<file path="src/rtl/irqc_pkg.sv">
package irqc_pkg;

    localparam int BANK_W = 32;

    // Register group, taken from byte address bits [6:3]; bit [2] picks the bank
    typedef enum logic [3:0] {
        GRP_NONE     = 4'd0,
        GRP_ROUTE    = 4'd1,
        GRP_SYS_EN   = 4'd2,
        GRP_SYS_SET  = 4'd3,
        GRP_SYS_ACK  = 4'd4,
        GRP_SYS_PEND = 4'd5,
        GRP_USR_EN   = 4'd8,
        GRP_USR_SET  = 4'd9,
        GRP_USR_ACK  = 4'd10,
        GRP_USR_PEND = 4'd11
    } irqc_grp_e;

    typedef struct packed {
        logic route;
        logic sys_en;
        logic sys_set;
        logic sys_ack;
        logic usr_en;
        logic usr_set;
        logic usr_ack;
    } irqc_bank_wr_t;

    // Positions of a bank that carry a real source
    function automatic logic [BANK_W-1:0] bank_valid(int bank, int nsrc, int rsvd);
        logic [BANK_W-1:0] v;
        for (int i = 0; i < BANK_W; i++) begin
            int s;
            s = bank * BANK_W + i;
            v[i] = (s < nsrc) && (s != rsvd);
        end
        return v;
    endfunction

endpackage

</file>
<file path="src/rtl/irqc_decode.sv">
module irqc_decode
    import irqc_pkg::*;
#(
    parameter int ADDR_W    = 7,
    parameter int NUM_BANKS = 2
) (
    input  logic [ADDR_W-1:0]                    addr,
    input  logic                                 wr,
    output irqc_grp_e                            grp,
    output logic                                 bank_sel,
    output irqc_bank_wr_t [NUM_BANKS-1:0]        wr_strb
);

    logic in_map;

    assign in_map   = (addr[1:0] == 2'b00) && ((addr >> 7) == '0);
    assign bank_sel = addr[2];

    always_comb begin
        grp = GRP_NONE;
        if (in_map) begin
            unique case (addr[6:3])
                4'd1:    grp = GRP_ROUTE;
                4'd2:    grp = GRP_SYS_EN;
                4'd3:    grp = GRP_SYS_SET;
                4'd4:    grp = GRP_SYS_ACK;
                4'd5:    grp = GRP_SYS_PEND;
                4'd8:    grp = GRP_USR_EN;
                4'd9:    grp = GRP_USR_SET;
                4'd10:   grp = GRP_USR_ACK;
                4'd11:   grp = GRP_USR_PEND;
                default: grp = GRP_NONE;
            endcase
        end
    end

    for (genvar b = 0; b < NUM_BANKS; b++) begin : g_strb
        always_comb begin
            wr_strb[b] = '0;
            if (wr && (bank_sel == 1'(b))) begin
                unique case (grp)
                    GRP_ROUTE:   wr_strb[b].route   = 1'b1;
                    GRP_SYS_EN:  wr_strb[b].sys_en  = 1'b1;
                    GRP_SYS_SET: wr_strb[b].sys_set = 1'b1;
                    GRP_SYS_ACK: wr_strb[b].sys_ack = 1'b1;
                    GRP_USR_EN:  wr_strb[b].usr_en  = 1'b1;
                    GRP_USR_SET: wr_strb[b].usr_set = 1'b1;
                    GRP_USR_ACK: wr_strb[b].usr_ack = 1'b1;
                    default:     wr_strb[b] = '0;
                endcase
            end
        end
    end

endmodule

</file>
<file path="src/rtl/irqc_bank.sv">
module irqc_bank
    import irqc_pkg::*;
#(
    parameter logic [BANK_W-1:0] VALID = '1
) (
    input  logic              clk,
    input  logic              rst_n,
    input  logic [BANK_W-1:0] src,
    input  irqc_bank_wr_t     we,
    input  logic [BANK_W-1:0] wdata,
    output logic [BANK_W-1:0] route_q,
    output logic [BANK_W-1:0] sys_en_q,
    output logic [BANK_W-1:0] usr_en_q,
    output logic [BANK_W-1:0] sys_pend_q,
    output logic [BANK_W-1:0] usr_pend_q,
    output logic [BANK_W-1:0] irq
);

    logic [BANK_W-1:0] src_q;
    logic [BANK_W-1:0] rise;
    logic [BANK_W-1:0] wmask;
    logic [BANK_W-1:0] sys_set, usr_set, sys_ack, usr_ack;

    assign wmask = wdata & VALID;
    assign rise  = src & ~src_q & VALID;

    // Hardware edges use the routing in force before any same-cycle write
    always_comb begin
        sys_set = rise & ~route_q;
        usr_set = rise & route_q;
        if (we.sys_set) sys_set = sys_set | wmask;
        if (we.usr_set) usr_set = usr_set | wmask;
        sys_ack = we.sys_ack ? wmask : '0;
        usr_ack = we.usr_ack ? wmask : '0;
    end

    always_ff @(posedge clk or negedge rst_n) begin
        if (!rst_n) begin
            src_q      <= '0;
            route_q    <= '0;
            sys_en_q   <= '0;
            usr_en_q   <= '0;
            sys_pend_q <= '0;
            usr_pend_q <= '0;
        end else begin
            src_q <= src;
            if (we.route)  route_q  <= wmask;
            if (we.sys_en) sys_en_q <= wmask;
            if (we.usr_en) usr_en_q <= wmask;
            // set after ack: a same-cycle set survives
            sys_pend_q <= ((sys_pend_q & ~sys_ack) | sys_set) & VALID;
            usr_pend_q <= ((usr_pend_q & ~usr_ack) | usr_set) & VALID;
        end
    end

    assign irq = (route_q & usr_pend_q & usr_en_q) | (~route_q & sys_pend_q & sys_en_q);

endmodule

</file>
<file path="src/rtl/banked_irq_ctrl.sv">
module banked_irq_ctrl
    import irqc_pkg::*;
#(
    parameter int NUM_SRC  = 49,
    parameter int RSVD_SRC = 35,
    parameter int ADDR_W   = 7
) (
    input  logic               clk,
    input  logic               rst_n,
    input  logic [NUM_SRC-1:0] src_i,
    input  logic [ADDR_W-1:0]  bus_addr,
    input  logic               bus_wr,
    input  logic               bus_rd,
    input  logic [31:0]        bus_wdata,
    output logic [31:0]        bus_rdata,
    output logic [NUM_SRC-1:0] irq_o
);

    localparam int NUM_BANKS = (NUM_SRC + BANK_W - 1) / BANK_W;
    localparam int TOT_W     = NUM_BANKS * BANK_W;

    irqc_grp_e                      grp;
    logic                           bank_sel;
    irqc_bank_wr_t [NUM_BANKS-1:0]  wr_strb;

    logic [TOT_W-1:0] src_pad;
    logic [NUM_BANKS-1:0][BANK_W-1:0] route_bk, sys_en_bk, usr_en_bk, sys_pend_bk, usr_pend_bk, irq_bk;
    logic [TOT_W-1:0] route_all, sstat_all, ustat_all, irq_all;
    logic [31:0]      rd_word;

    always_comb begin
        src_pad = '0;
        src_pad[NUM_SRC-1:0] = src_i;
    end

    irqc_decode #(.ADDR_W(ADDR_W), .NUM_BANKS(NUM_BANKS)) u_decode (
        .addr     (bus_addr),
        .wr       (bus_wr),
        .grp      (grp),
        .bank_sel (bank_sel),
        .wr_strb  (wr_strb)
    );

    for (genvar g = 0; g < NUM_BANKS; g++) begin : g_bank
        irqc_bank #(.VALID(bank_valid(g, NUM_SRC, RSVD_SRC))) u_bank (
            .clk        (clk),
            .rst_n      (rst_n),
            .src        (src_pad[g*BANK_W +: BANK_W]),
            .we         (wr_strb[g]),
            .wdata      (bus_wdata),
            .route_q    (route_bk[g]),
            .sys_en_q   (sys_en_bk[g]),
            .usr_en_q   (usr_en_bk[g]),
            .sys_pend_q (sys_pend_bk[g]),
            .usr_pend_q (usr_pend_bk[g]),
            .irq        (irq_bk[g])
        );
    end

    assign route_all = route_bk;
    assign sstat_all = sys_pend_bk;
    assign ustat_all = usr_pend_bk;
    assign irq_all   = irq_bk;
    assign irq_o     = irq_all[NUM_SRC-1:0];

    always_comb begin
        unique case (grp)
            GRP_ROUTE:    rd_word = route_bk[bank_sel];
            GRP_SYS_EN:   rd_word = sys_en_bk[bank_sel];
            GRP_SYS_PEND: rd_word = sys_pend_bk[bank_sel];
            GRP_USR_EN:   rd_word = usr_en_bk[bank_sel];
            GRP_USR_PEND: rd_word = usr_pend_bk[bank_sel];
            default:      rd_word = '0;
        endcase
    end

    always_ff @(posedge clk or negedge rst_n) begin
        if (!rst_n)      bus_rdata <= '0;
        else if (bus_rd) bus_rdata <= rd_word;
    end

endmodule

</file>
<file path="config.mk">
export PLATFORM = sky130hd
export DESIGN_NAME = banked_irq_ctrl
export DESIGN_NICKNAME = d
export VERILOG_FILES = /design/src/rtl/irqc_pkg.sv /design/src/rtl/irqc_decode.sv /design/src/rtl/irqc_bank.sv /design/src/rtl/banked_irq_ctrl.sv
export SDC_FILE = /design/constraint.sdc
export NUM_CORES = 1
export LEC_CHECK = 0
export BUFFER_PORTS_ARGS = -buffer_cell sky130_fd_sc_hd__buf_4
export CAP_MARGIN = 15
export CORE_MARGIN = 2
export CORE_UTILIZATION = 45
export DETAILED_ROUTE_END_ITERATION = 8
export PLACE_DENSITY = 0.62
export SYNTH_ARGS = -nofsm -noshare
export SYNTH_HDL_FRONTEND = slang
export SYNTH_SLANG_ARGS = --single-unit
</file>
<file path="constraint.sdc">
create_clock -name clk -period 1.5 [get_ports clk]
set_input_delay 0.15 -clock clk [delete_from_list [all_inputs] [get_ports clk]]
set_output_delay 0.15 -clock clk [all_outputs]
set_load 0.05 [all_outputs]
</file>
==> flow_summary_export.csv <==
group,metric,value,unit
synth,synthCells,1257,
cells_and_area,drive_gt1_frac,0.426,
synth,syn_area,15300,um^2
synth,yosysTopAreaCellShare,0.524,
timing,fin_worst_skew,0.0129,ns
worst_hold_path,min_path_type,"input pin to flip-flop",
place,numPortBuffers,170,
route,vias,12500,
die,core,33400,um^2
route,drt-total-wl,47200,um
route,drtAntennaViolNets,0,
route,drc,0,
place,place_hpwl,29000,um
synth,synth-seq-area-share,0.524,
cts,worstSkewPairLatency,0.52,ns
place,place_worst_setup_slack,-0.391,ns
cells_and_area,num-fill-cells,2584,
route,drt_iter0_drc,723,
pwr,p_sw,6580,uW
synth,async_flop_share,1.00,
grt,antenna_found_initial,1,
pwr,pwr-share-clk,0.377,
grt,grt_pass1_wl,73200,um
synth,synth_nets,1349,
die,io_pins,173,
grt,grt_overflow,0,
grt,grt_max_degree,59,
cells_and_area,layout_common_cells,"dfrtp_1, buf_4, nand2_1",
cts,clockBufferDepth,3,
synth,ys_warn_count,0,
setup_path,path_cells,"o21ai_4 > buf_6",
pwr,ir_worst_vdd,953,uV
pwr,p_leak,0.00967,uW
die,die_x,188,um
pwr,combPwrFrac,0.175,
timing,drv_slew,0,
route,vias_per_cell,5.88,
cells_and_area,diodes,0,
timing,grt_setup_unrepaired,"true",
pwr,power_frac_seq,0.448,
pwr,p_int,17000,uW
cts,numCtsBuffers,37,
cts,htreeDepth,2,
setup_path,max_stage_delay,0.44,ns
synth,yosys.area.top_type,"dfrtp_1",
synth,avgSynthCellArea,12.2,um^2
setup_path,cp.required,1.35,ns
timing,min_period,1.54,ns
timing,finalWorstSetupSlack,-0.0420,ns
die,start_util,0.457,
die,rows,67,
pwr,powerDensity,1100,nW/um^2
place,gp_congestion,0.840,
pwr,swShare,0.279,
route,drtPass1Iterations,5,
cts,cts_tree,"yes",
synth,ys_ff_latch,320,
setup_path,path_class,"flip-flop to output port",
synth,synth_area_leaders,"dfrtp_1, mux2_2, a221o_1, mux2i_1, nand2_1",
timing,fmax,649,MHz
grt,grt_pass1_vias,12500,
timing,timing.final.hold_violations,0,
cts,cts_root_buffer,"clkbuf_16",
setup_path,cp-start-kind,"flip-flop",
cts,clock_sinks,320,
setup_path,critPathSlowestCell,"dfrtp_2",
cts,cts.reportedPaths.clkPinSlew,0.06,ns
synth,synth_cell_types,40,
cells_and_area,areaGrowthSynthToFinish,39.6,%
job,drv_cap,0,
timing,report.final.setup_viol,4,
setup_path,arrival,1.39,ns
run_status,status,"complete, but fails checks",
die,dieArea,35400,um^2
cells_and_area,final_core_utilization,0.638,
setup_path,path_max_fanout,4,
timing,worstMarginPinSlew,0.571,ns
timing,post-route-period-util,1.03,
grt,grt_usage,0.266,
timing,slew_headroom,0.619,
route,wire_per_inst,22.3,um
setup_path,worst_setup_path_end_kind,"output port",
die,die_h,188,um
cells_and_area,final_common_cell,"dfrtp_1",
cells_and_area,layout.nets,1744,
run_status,violations,"setup timing",
synth,synth_edf_count,0,
synth,synthFlopType,"dfrtp_1",
==> through the flow <==
stage                     instances  area [um^2]  hold slack (ns)  TNS, ns  total power [uW]
after floorplan                1257        15600           -0.146   -21.69             12600
after global placement         1866        17900           0.0728   -77.68             14000
after detailed placement       1866        17900           0.0717   -81.79             14100
after CTS                      2067        20700           0.0242   -0.143             23500
after global routing           2123        21300           0.0280   -0.875             24500
final                          2123        21300           0.0484  -0.0893             23600
==> cell type report <==
cell class / instances / area, um^2 / area share
repair buffers: 444 / 4140 / 0.194
multi-input cells: 849 / 7410 / 0.347
clock inverters: 8 / 72.6 / 0.00340
well taps: 448 / 561 / 0.0263
flip-flops and latches: 320 / 8040 / 0.377
clock buffers: 54 / 1120 / 0.0526
==> power by group through the flow <==
stage | clock network, uW | registers (uW) | logic (uW)
after floorplan | 0 | 10500 | 2100
after global placement | 0 | 10600 | 3380
final | 8880 | 10500 | 4130
after global routing | 9480 | 10700 | 4410
after detailed placement | 0 | 10600 | 3470
after CTS | 9040 | 10500 | 3950
==> cell families (layout without fill, tap and decap cells) <==
logic type | after synthesis | in the layout | share of synthesized area
AOI/OAI and AO/OA | 240 | 240 | 0.132
buffers and inverters | 88 | 506 | 0.0324
DFF | 320 | 320 | 0.524
muxes | 240 | 240 | 0.171
other | 1 | 1 | 0.000245
and+or+nand+nor | 368 | 368 | 0.139
==> registers in the layout (all words and copies together), names as in the netlist <==
register,cells
g_bank.u_bank.sys_pend_q,48
g_bank.u_bank.route_q,48
g_bank.u_bank.src_q,48
g_bank.u_bank.sys_en_q,48
bus_rdata,32
g_bank.u_bank.usr_en_q,48
g_bank.u_bank.usr_pend_q,48
==> synth_stat cells, types with 31 or more instances <==
master and n:
a221o_1 96, nand2_1 162, nor3b_1 48, clkbuf_1 33
buf_2 31, mux2_2 101, o21ai_0 64, nand3_1 48
mux2i_1 96, nor3_1 32, and3b_1 48, dfrtp_1 320
mux2_1 33
==> per-layer routing <==
| layer | global-route usage | vias up | part of all wire | wire length [um] |
|---|---|---|---|---|
| li1 | - | 5600 | - | - |
| met1 | 0.368 | 6320 | 0.43 | 20300 |
| met2 | 0.416 | 463 | 0.47 | 22300 |
| met3 | 0.0497 | 106 | 0.066 | 3120 |
| met4 | 0.105 | 2 | 0.033 | 1540 |
| met5 | 0 | - | 0.00034 | 16 |
==> worst paths after layout <==
kind | cells past startpoint | slack, ns | endpoint | startpoint
max | 2 | -0.04 | irq_o[3] | g_bank[0].u_bank.route_q[3]
min | 2 | 0.05 | bus_rdata[16] | bus_rd
max reg2reg | 5 | 0.11 | bus_rdata[29] | g_bank[0].u_bank.route_q[29]
min reg2reg | 1 | 0.52 | bus_rdata[8] | bus_rdata[8]
max in group asynchronous | 3 | 0.72 | g_bank[0].u_bank.route_q[29] | rst_n
min in group asynchronous | 2 | 0.10 | g_bank[1].u_bank.src_q[9] | rst_n
==> critical path: cells and delay by family, from the launching register on <==
family / cells / cell delay (ns)
DFF: 1 / 0.44
buffers and inverters: 1 / 0.19
AOI/OAI and AO/OA: 1 / 0.23
==> repair_timing <==
item                                   4_1_cts  5_1_grt
setup endpoints to repair                   46       48
cloned                                       0        0
endpoints found under the hold margin      599        0
hold buffers                                81        0
buffers inserted                            58       56
pin swaps                                   21       18
resized for setup                          105       58
(Power assumes the default switching activity.)
